===== config.mk =====
export PLATFORM = sky130hd
export DESIGN_NAME = exc_commit_ctrl
export DESIGN_NICKNAME = d
export VERILOG_FILES = /design/src/rtl/exc_pkg.sv /design/src/rtl/exc_stage.sv /design/src/rtl/exc_commit.sv /design/src/rtl/exc_commit_ctrl.sv
export SDC_FILE = /design/constraint.sdc
export NUM_CORES = 1
export LEC_CHECK = 0
export BUFFER_PORTS_ARGS = -buffer_cell sky130_fd_sc_hd__clkbuf_2
export CORE_UTILIZATION = 48
export DETAILED_ROUTE_END_ITERATION = 8
export PLACE_DENSITY_LB_ADDON = 0.15
export RECOVER_POWER = 50
export SETUP_SLACK_MARGIN = 0.02
export SKIP_LAST_GASP = 1
export SYNTH_ARGS = -nofsm -noshare
export SYNTH_HDL_FRONTEND = slang
export SYNTH_SLANG_ARGS = --single-unit

===== constraint.sdc =====
create_clock -name clk -period 5.61 [get_ports clk]
set_clock_uncertainty 0.2 [all_clocks]
set_input_delay 1.122 -clock clk [delete_from_list [all_inputs] [get_ports clk]]
set_output_delay 1.122 -clock clk [all_outputs]
set_load 0.02 [all_outputs]

===== src/rtl/exc_pkg.sv =====
`timescale 1ns/1ps
package exc_pkg;
  localparam int CAUSE_W = 3;

  // Cause codes; the bench and software decode these values.
  typedef enum logic [CAUSE_W-1:0] {
    CAUSE_IRQ     = 3'd0,
    CAUSE_IFETCH  = 3'd1,
    CAUSE_ILLEGAL = 3'd2,
    CAUSE_OVF     = 3'd3,
    CAUSE_DADDR   = 3'd4
  } cause_e;

  // Per-instruction status carried alongside each stage.
  typedef struct packed {
    logic   valid;
    logic   exc;
    cause_e cause;
  } tag_t;
endpackage


===== src/rtl/exc_stage.sv =====
`timescale 1ns/1ps
// One pipeline slot of exception status: registers the upstream tag and PC,
// then merges this stage's own fault only if no older fault is already held.
module exc_stage
  import exc_pkg::*;
#(
  parameter int     PC_W        = 32,
  parameter cause_e LOCAL_CAUSE = CAUSE_ILLEGAL
) (
  input  logic            clk,
  input  logic            rst_n,
  input  logic            flush_i,
  input  tag_t            tag_i,
  input  logic [PC_W-1:0] pc_i,
  input  logic            fault_i,
  output tag_t            tag_o,
  output logic [PC_W-1:0] pc_o
);

  tag_t            tag_d, tag_q;
  logic [PC_W-1:0] pc_q;
  logic            pc_en;

  always_comb begin
    tag_d = tag_i;
    if (flush_i) tag_d = '0;
    pc_en = tag_i.valid && !flush_i;
  end

  always_ff @(posedge clk or negedge rst_n) begin
    if (!rst_n) begin
      tag_q <= '0;
      pc_q  <= '0;
    end else begin
      tag_q <= tag_d;
      if (pc_en) pc_q <= pc_i;
    end
  end

  always_comb begin
    tag_o = tag_q;
    if (tag_q.valid && !tag_q.exc && fault_i) begin
      tag_o.exc   = 1'b1;
      tag_o.cause = LOCAL_CAUSE;
    end
  end

  assign pc_o = pc_q;

  assert_flush_clears_R7: assert property (@(posedge clk) disable iff (!rst_n)
    flush_i |=> !tag_q.valid);

  assert_older_fault_kept_R3: assert property (@(posedge clk) disable iff (!rst_n)
    (tag_i.valid && tag_i.exc && !flush_i) |=> (tag_o.exc && tag_o.cause == $past(tag_i.cause)));

  assert_bubble_quiet_R9: assert property (@(posedge clk) disable iff (!rst_n)
    !tag_q.valid |-> !tag_o.exc);

endmodule


===== src/rtl/exc_commit.sv =====
`timescale 1ns/1ps
// Commit point: decides take or retire for the memory-stage instruction and
// owns the cause and exception-PC registers.
module exc_commit
  import exc_pkg::*;
#(
  parameter int PC_W = 32
) (
  input  logic               clk,
  input  logic               rst_n,
  input  tag_t               mem_tag_i,
  input  logic [PC_W-1:0]    mem_pc_i,
  input  logic               irq_i,
  output logic               take_o,
  output logic               retire_o,
  output logic [CAUSE_W-1:0] cause_o,
  output logic [PC_W-1:0]    epc_o
);

  logic            take;
  cause_e          cause_d, cause_q;
  logic [PC_W-1:0] epc_q;

  always_comb begin
    take    = mem_tag_i.valid && (irq_i || mem_tag_i.exc);
    cause_d = irq_i ? CAUSE_IRQ : mem_tag_i.cause;
  end

  always_ff @(posedge clk or negedge rst_n) begin
    if (!rst_n) begin
      cause_q <= CAUSE_IRQ;
      epc_q   <= '0;
    end else if (take) begin
      cause_q <= cause_d;
      epc_q   <= mem_pc_i;
    end
  end

  assign take_o   = take;
  assign retire_o = mem_tag_i.valid && !take;
  assign cause_o  = cause_q;
  assign epc_o    = epc_q;

  assert_irq_first_R4: assert property (@(posedge clk) disable iff (!rst_n)
    (mem_tag_i.valid && irq_i) |=> (cause_q == CAUSE_IRQ));

  assert_epc_loaded_R6: assert property (@(posedge clk) disable iff (!rst_n)
    take_o |=> (epc_q == $past(mem_pc_i)));

  assert_regs_hold_R6: assert property (@(posedge clk) disable iff (!rst_n)
    !take_o |=> ($stable(cause_q) && $stable(epc_q)));

  assert_bubble_no_event_R9: assert property (@(posedge clk) disable iff (!rst_n)
    !mem_tag_i.valid |-> (!take_o && !retire_o));

endmodule


===== src/rtl/exc_commit_ctrl.sv =====
`timescale 1ns/1ps
module exc_commit_ctrl
  import exc_pkg::*;
#(
  parameter int              PC_W       = 32,
  parameter logic [PC_W-1:0] HANDLER_PC = 32'h0000_0180
) (
  input  logic               clk,
  input  logic               rst_n,
  input  logic               if_valid_i,
  input  logic [PC_W-1:0]    if_pc_i,
  input  logic               if_pc_fault_i,
  input  logic               id_illegal_i,
  input  logic               ex_overflow_i,
  input  logic               mem_addr_fault_i,
  input  logic               ext_irq_i,
  output logic               take_o,
  output logic               kill_if_o,
  output logic               kill_id_o,
  output logic               kill_ex_o,
  output logic               kill_wb_o,
  output logic               pc_sel_handler_o,
  output logic [PC_W-1:0]    handler_pc_o,
  output logic               retire_o,
  output logic [PC_W-1:0]    commit_pc_o,
  output logic [CAUSE_W-1:0] cause_o,
  output logic [PC_W-1:0]    epc_o
);

  localparam int NSTG = 3;  // decode, execute, memory slots after fetch

  tag_t            chain    [NSTG+1];
  logic [PC_W-1:0] pc_chain [NSTG+1];
  logic [NSTG:1]   stg_fault;
  logic            take;

  always_comb begin
    chain[0].valid = if_valid_i;
    chain[0].exc   = if_valid_i && if_pc_fault_i;
    chain[0].cause = CAUSE_IFETCH;
    pc_chain[0]    = if_pc_i;
    stg_fault      = {mem_addr_fault_i, ex_overflow_i, id_illegal_i};
  end

  // Stage g reports cause code g+1 (decode=2, execute=3, memory=4).
  for (genvar g = 1; g <= NSTG; g++) begin : g_stg
    exc_stage #(
      .PC_W        (PC_W),
      .LOCAL_CAUSE (cause_e'(g + 1))
    ) u_stg (
      .clk     (clk),
      .rst_n   (rst_n),
      .flush_i (take),
      .tag_i   (chain[g-1]),
      .pc_i    (pc_chain[g-1]),
      .fault_i (stg_fault[g]),
      .tag_o   (chain[g]),
      .pc_o    (pc_chain[g])
    );
  end

  exc_commit #(.PC_W(PC_W)) u_commit (
    .clk       (clk),
    .rst_n     (rst_n),
    .mem_tag_i (chain[NSTG]),
    .mem_pc_i  (pc_chain[NSTG]),
    .irq_i     (ext_irq_i),
    .take_o    (take),
    .retire_o  (retire_o),
    .cause_o   (cause_o),
    .epc_o     (epc_o)
  );

  assign take_o           = take;
  assign kill_if_o        = take;
  assign kill_id_o        = take;
  assign kill_ex_o        = take;
  assign kill_wb_o        = take;
  assign pc_sel_handler_o = take;
  assign handler_pc_o     = HANDLER_PC;
  assign commit_pc_o      = pc_chain[NSTG];

  assert_take_needs_commit_R2: assert property (@(posedge clk) disable iff (!rst_n)
    take_o |-> chain[NSTG].valid);

endmodule


## Word level (Yosys, flattened, before mapping)

Cells that the tools add are included.

| storage, ports and cells | value |
|---|---|
| register bits after elaboration | 146 |
| input bits | 40 |
| output and inout port bits | 106 |

| operators by class | value |
|---|---|
| multiplexer cells | 7 |
| reduce and logical (&&, ||, !) cells | 17 |

Operator list:

| kind | count |
|---|---|
| 2-to-1 mux 5 bit | 3 |
| logical AND 1 bit | 12 |
| 2-to-1 mux 4 bit | 3 |
| logical NOT 1 bit | 4 |
| 2-to-1 mux 3 bit | 1 |
| logical OR 1 bit | 1 |

## Depth between registers and ports, before layout

| logic depth | value |
|---|---|
| word-level depth | 8 |
| mapped depth | 7 |

## By module

A second synthesis with hierarchy kept.

| unflattened totals | value |
|---|---|
| cells, all modules | 375 |
| area total of the unflattened synthesis | 6411.1 um^2 |

By module, submodules not included:

| module | times used | cells an instance | area each (um^2) | sequential area each (um^2) |
|---|---|---|---|---|
| exc_stage | 3 | 84 | 1544.0 | 925.9 |
| exc_commit | 1 | 83 | 1487.7 | 875.8 |
| exc_commit_ctrl | 1 | 40 | 291.5 | 0.0 |

## Worst setup path before layout

No wires, ideal clock.

| path | value |
|---|---|
| kind | input port to output port |
| start point | input port ext_irq_i |
| end point | output port kill_id_o |
| data arrival time | 2.205 ns |
| setup slack | 2.083 ns |
| cell stages on the path | 4 |
| path buffers | 3 |
| cells stage by stage | o31a_1 buf_2 buf_1 buf_4 |

| on the way | value |
|---|---|
| word-level cells in the longest chain between the ends | 2 |

RTL lines:

| element | RTL line | text |
|---|---|---|
| start: declaration | exc_commit_ctrl.sv:16 | `input logic ext_irq_i,` |
| logical OR 1 bit | exc_commit.sv:25 | `take = mem_tag_i.valid && (irq_i \|\| mem_tag_i.exc);` |
| logical AND 1 bit | exc_commit.sv:25 |  |
| end: declaration | exc_commit_ctrl.sv:19 | `output logic kill_id_o,` |

No other way between the ends.

==> flow_results.org <==
** Drt
- The first TritonRoute pass finished after 4 iterations.
- In this run, the number of DRC markers left after iteration 0 of detailed routing was 131.
- For this block, the routed nets add up to 9870 microns of wire.
- The detail route stage leaves a number of antenna-violating nets equal to 0.
- Average wire per standard cell :: 14.4 microns
- Detailed-route vias per instance :: 4.82
- Number of DRC violations after detailed routing :: 0
- Routed vias :: 3,298

** Critical path
- Worst Path Class, Setup :: input pin to asynchronous set/reset pin
- Arrival time reported for the critical path endpoint :: 3.92 ns
- Worst path most repeated cell :: clkbuf_2
- CP Data Required Time :: 5.78 ns
- Startpoint of the worst-slack reg-to-reg timing path :: g_stg[3].u_stg.tag_o[4]$_DFF_PN0_
- The worst setup path is captured at an asynchronous set/reset pin.
- Among all stages on the critical path, the largest delay is contributed by clkbuf_2.
- Cells along the critical path :: clkbuf_2 > clkbuf_2
- Biggest cell delay along the critical path :: 1.66 ns
- Sort of element at the start of the critical path :: input pin
- Grouping stages by cell kind, the critical path spends the most delay in buffers and inverters.
- Path depth of the worst reg2reg path :: 4
- CP startpoint :: rst_n
- Along the worst path, the maximum fanout reaches 97.
- Buffers & Inverters on Critical Path :: 2
- The endpoint identified for the worst register-to-register timing path is g_stg[2].u_stg.pc_o[30]$_DFFE_PN0P_.
- FF-to-FF setup slack :: 2.28 ns

** Power
- Net Sw Power :: 1.32 mW
- Proportion of total power due to net switching :: 0.336
- Part of the total power dissipated in the clock network :: 0.288
- Overall power consumption after layout is estimated at 3.92 mW.
- Cell Pwr Density :: 597 nW/um^2
- Of the total power, registers draw 0.432.
- Cell internal power was estimated by the tool at 2.60 mW.
- Max IR drop VDD :: 0.304 mV
- The analysis attributes to cell leakage a power of 3.12 nW.
- Proportion of power drawn by combinational gates :: 0.280

** Synth
- By instance count, the leading cell after synthesis is dfrtp_1.
- Synth Instances :: 423
- The synthesized design contains 142 register bits.
- Of the post-synthesis cell area, the dominant cell type holds 0.639.
- Of the synthesized area, sequential elements account for 0.639.
- Post-synth top flop :: dfrtp_1
- Ranked by total cell area, the synthesized netlist is headed by dfrtp_1, mux2_2, nand2_1, mux2_1, buf_4.
- Yosys printed 0 warnings.
- Post-Synthesis Cell Area :: 5560 sq um
- Counting instances in the post-synthesis netlist gives the leading cell types as dfrtp_1, nand2_1, mux2_2.
- The synthesized design spends more area on one cell type than any other, namely dfrtp_1.
- Async set or reset register ratio after synthesis :: 1.00
- Count of flip-flops with a built-in enable after synthesis :: 0
- Dividing the synthesized area by the synthesized cell count gives 13.1 sq um.
- Synth cell types :: 24

** Layout
- Share of post-route cells with drive strength above 1 :: 0.265
- Antenna diodes :: 0
- Fill cell count :: 934
- In the final design database the tool counted 571 nets.
- Measured on the finished design, the core utilization comes to 0.592.
- Synth-to-layout area growth :: 18.0%

** Global route
- For this run the aggregate overflow at the end of global routing stands at 0.
- Via count of the first global-routing pass :: 3,294
- Entering global routing, the biggest net connects 98 pins.
- The initial antenna violation count is 0.
- First-pass GRT wire length :: 15,900 microns
- Global routing usage summed across all routing layers :: 0.182

** Placed design
- OpenSTA, run right after detailed placement, puts the worst setup slack at 1.44 ns.
- At the end of routability-driven placement, the weighted congestion stood at 0.719.
- The HPWL after detailed placement is 6400 microns.
- Number of port buffers :: 113

** Run
- The tool flagged a number of max-cap violations equal to 1.

** Clocking
- Clock tree buffer depth :: 2
- Buffers inserted during clock tree synthesis total 17.
- Clock tree from TritonCTS :: built
- After clock tree synthesis, the clock-pin slew on the worst setup and hold paths is 0.05 ns.
- For the worst-skew pair, the clock arrives at the later sink with an insertion delay of 0.41 ns.
- Post-CTS timing repair inserted 0 buffers for setup.
- Number of gates resized after cts :: 0
- Buffers inserted to repair hold after CTS numbered 0.
- Number of sinks handled by clock tree synthesis :: 142
- CTS built an H-tree with a depth of 4.
- CTS placed an instance of clkbuf_16 at the clock tree root.

** Min path
- Min-delay src :: g_stg[1].u_stg.tag_q[3]$_DFF_PN0_
- The worst hold path terminates at g_stg[2].u_stg.tag_q[1]$_DFF_PN0_.
- The worst hold path belongs to the class flop to flop.
- Worst hold path stage count :: 1

** Floorplan
- For this design the top-level I/O count stands at 146.
- Std cell rows :: 38
- Die Area :: 12,000 sq um
- Core footprint :: 11,100 sq um
- Die H :: 110 microns
- The initial utilization of the core area, before any placement, comes to 0.502.
- Die W :: 110 microns

** STA
- Maximum clock frequency :: 267 MHz
- Final sum of negative setup slack :: 0 ns
- Slack of the critical path :: 1.86 ns
- Shortest period the worst path allows :: 3.75 ns
- RSZ-0062 raised after global routing :: no
- For the pin with the worst max-slew slack, the measured transition is 2.38 ns.
- The hold violation count in the final report was 0.
- In the finished design, the share of the clock period the worst path needs comes to 0.668.
- Setup violations remaining at the end of the flow were counted as 0.
- Measured against its own limit, the worst slew margin works out to -0.586.
- The number of slew-limit violations in the final report was 98.

** Outcome
- Violated checks :: max-capacitance violations, max-slew violations
- Outcome :: finished with violations
## cells by family (layout without fill, tap and decap cells)
| logic type | after synthesis | after routing | share of synthesized area |
|---|---|---|---|
| flip-flops | 142 | 142 | 0.639 |
| AND/OR/NAND/NOR | 110 | 110 | 0.0772 |
| multiplexers | 96 | 96 | 0.195 |
| buffers and inverters | 61 | 152 | 0.0729 |
| AO/OA/AOI/OAI | 12 | 12 | 0.0146 |
| other | 2 | 32 | 0.00135 |
## placed cells by master, fill, tap and decap left out
cell,synthesis,layout
nand2_4,1,1
nor2_1,6,6
dfrtp_1,142,142
nand2_1,100,98
clkinv_2,0,3
a32oi_1,2,2
conb_1,2,32
mux2_2,67,67
o21a_1,3,3
mux2_1,29,29
inv_1,5,5
clkbuf_2,1,45
a21oi_1,3,3
o22ai_1,2,2
nand2_2,0,2
inv_2,1,1
clkbuf_16,0,17
o21ai_0,1,1
clkbuf_1,3,74
o31a_2,0,1
clkbuf_8,0,4
nor4b_1,1,1
and3_1,1,1
bufinv_16,0,3
nor3_1,1,1
## metrics by stage
stage               instances  hold WS (ns)  cell area, sq um
floorplan                 453         0.226              5670
global route              684         0.294              6560
CTS                       684         0.255              6650
detailed placement        652         0.245              6050
global placement          652         0.241              6050
finish                    684         0.251              6560
## registers in the layout (all words and copies together), names as in the netlist
name and count:
u_commit.epc_o 32, g_stg.u_stg.tag_o 3, g_stg.u_stg.tag_q 8, g_stg.u_stg.pc_o 96, u_commit.cause_o 3
## final cells by class
cell class | instances | area (sq um) | area share
repair buffers | 114 | 484 | 0.0738
multi-input cells | 250 | 1720 | 0.262
clock buffers | 26 | 499 | 0.0761
flip-flops and latches | 142 | 3550 | 0.542
clock inverters | 6 | 105 | 0.0160
inverters | 6 | 22.5 | 0.00343
well taps | 140 | 175 | 0.0267
## power by group through the flow
stage	Sequential, mW	Clock, mW	Combinational (mW)
floorplan	1.94	0	0.542
global placement	1.70	0	1.14
detailed placement	1.72	0	1.17
CTS	1.70	1.16	1.18
global route	1.74	1.20	1.21
finish	1.69	1.13	1.10
## per-layer routing
layer  wire (microns)  share of wire  GRT usage
met5                0              0          0
met4              133          0.013     0.0743
met3              691          0.070     0.0753
met2             4880           0.49      0.298
met1             4170           0.42      0.213
## worst max-delay path by stage
stage                     slack (ns)                             endpoint  depth (start not counted)
final                           1.86   g_stg[3].u_stg.pc_o[4]$_DFFE_PN0P_                          2
after global routing            1.24  g_stg[3].u_stg.pc_o[24]$_DFFE_PN0P_                          2
after floorplan                 2.08                            kill_id_o                          4
after CTS                       1.86  g_stg[2].u_stg.pc_o[30]$_DFFE_PN0P_                          5
after detailed placement        1.44  g_stg[2].u_stg.pc_o[30]$_DFFE_PN0P_                          5
after global placement          1.52  g_stg[2].u_stg.pc_o[17]$_DFFE_PN0P_                          5
Note: power is estimated with default switching activity, not from simulation.
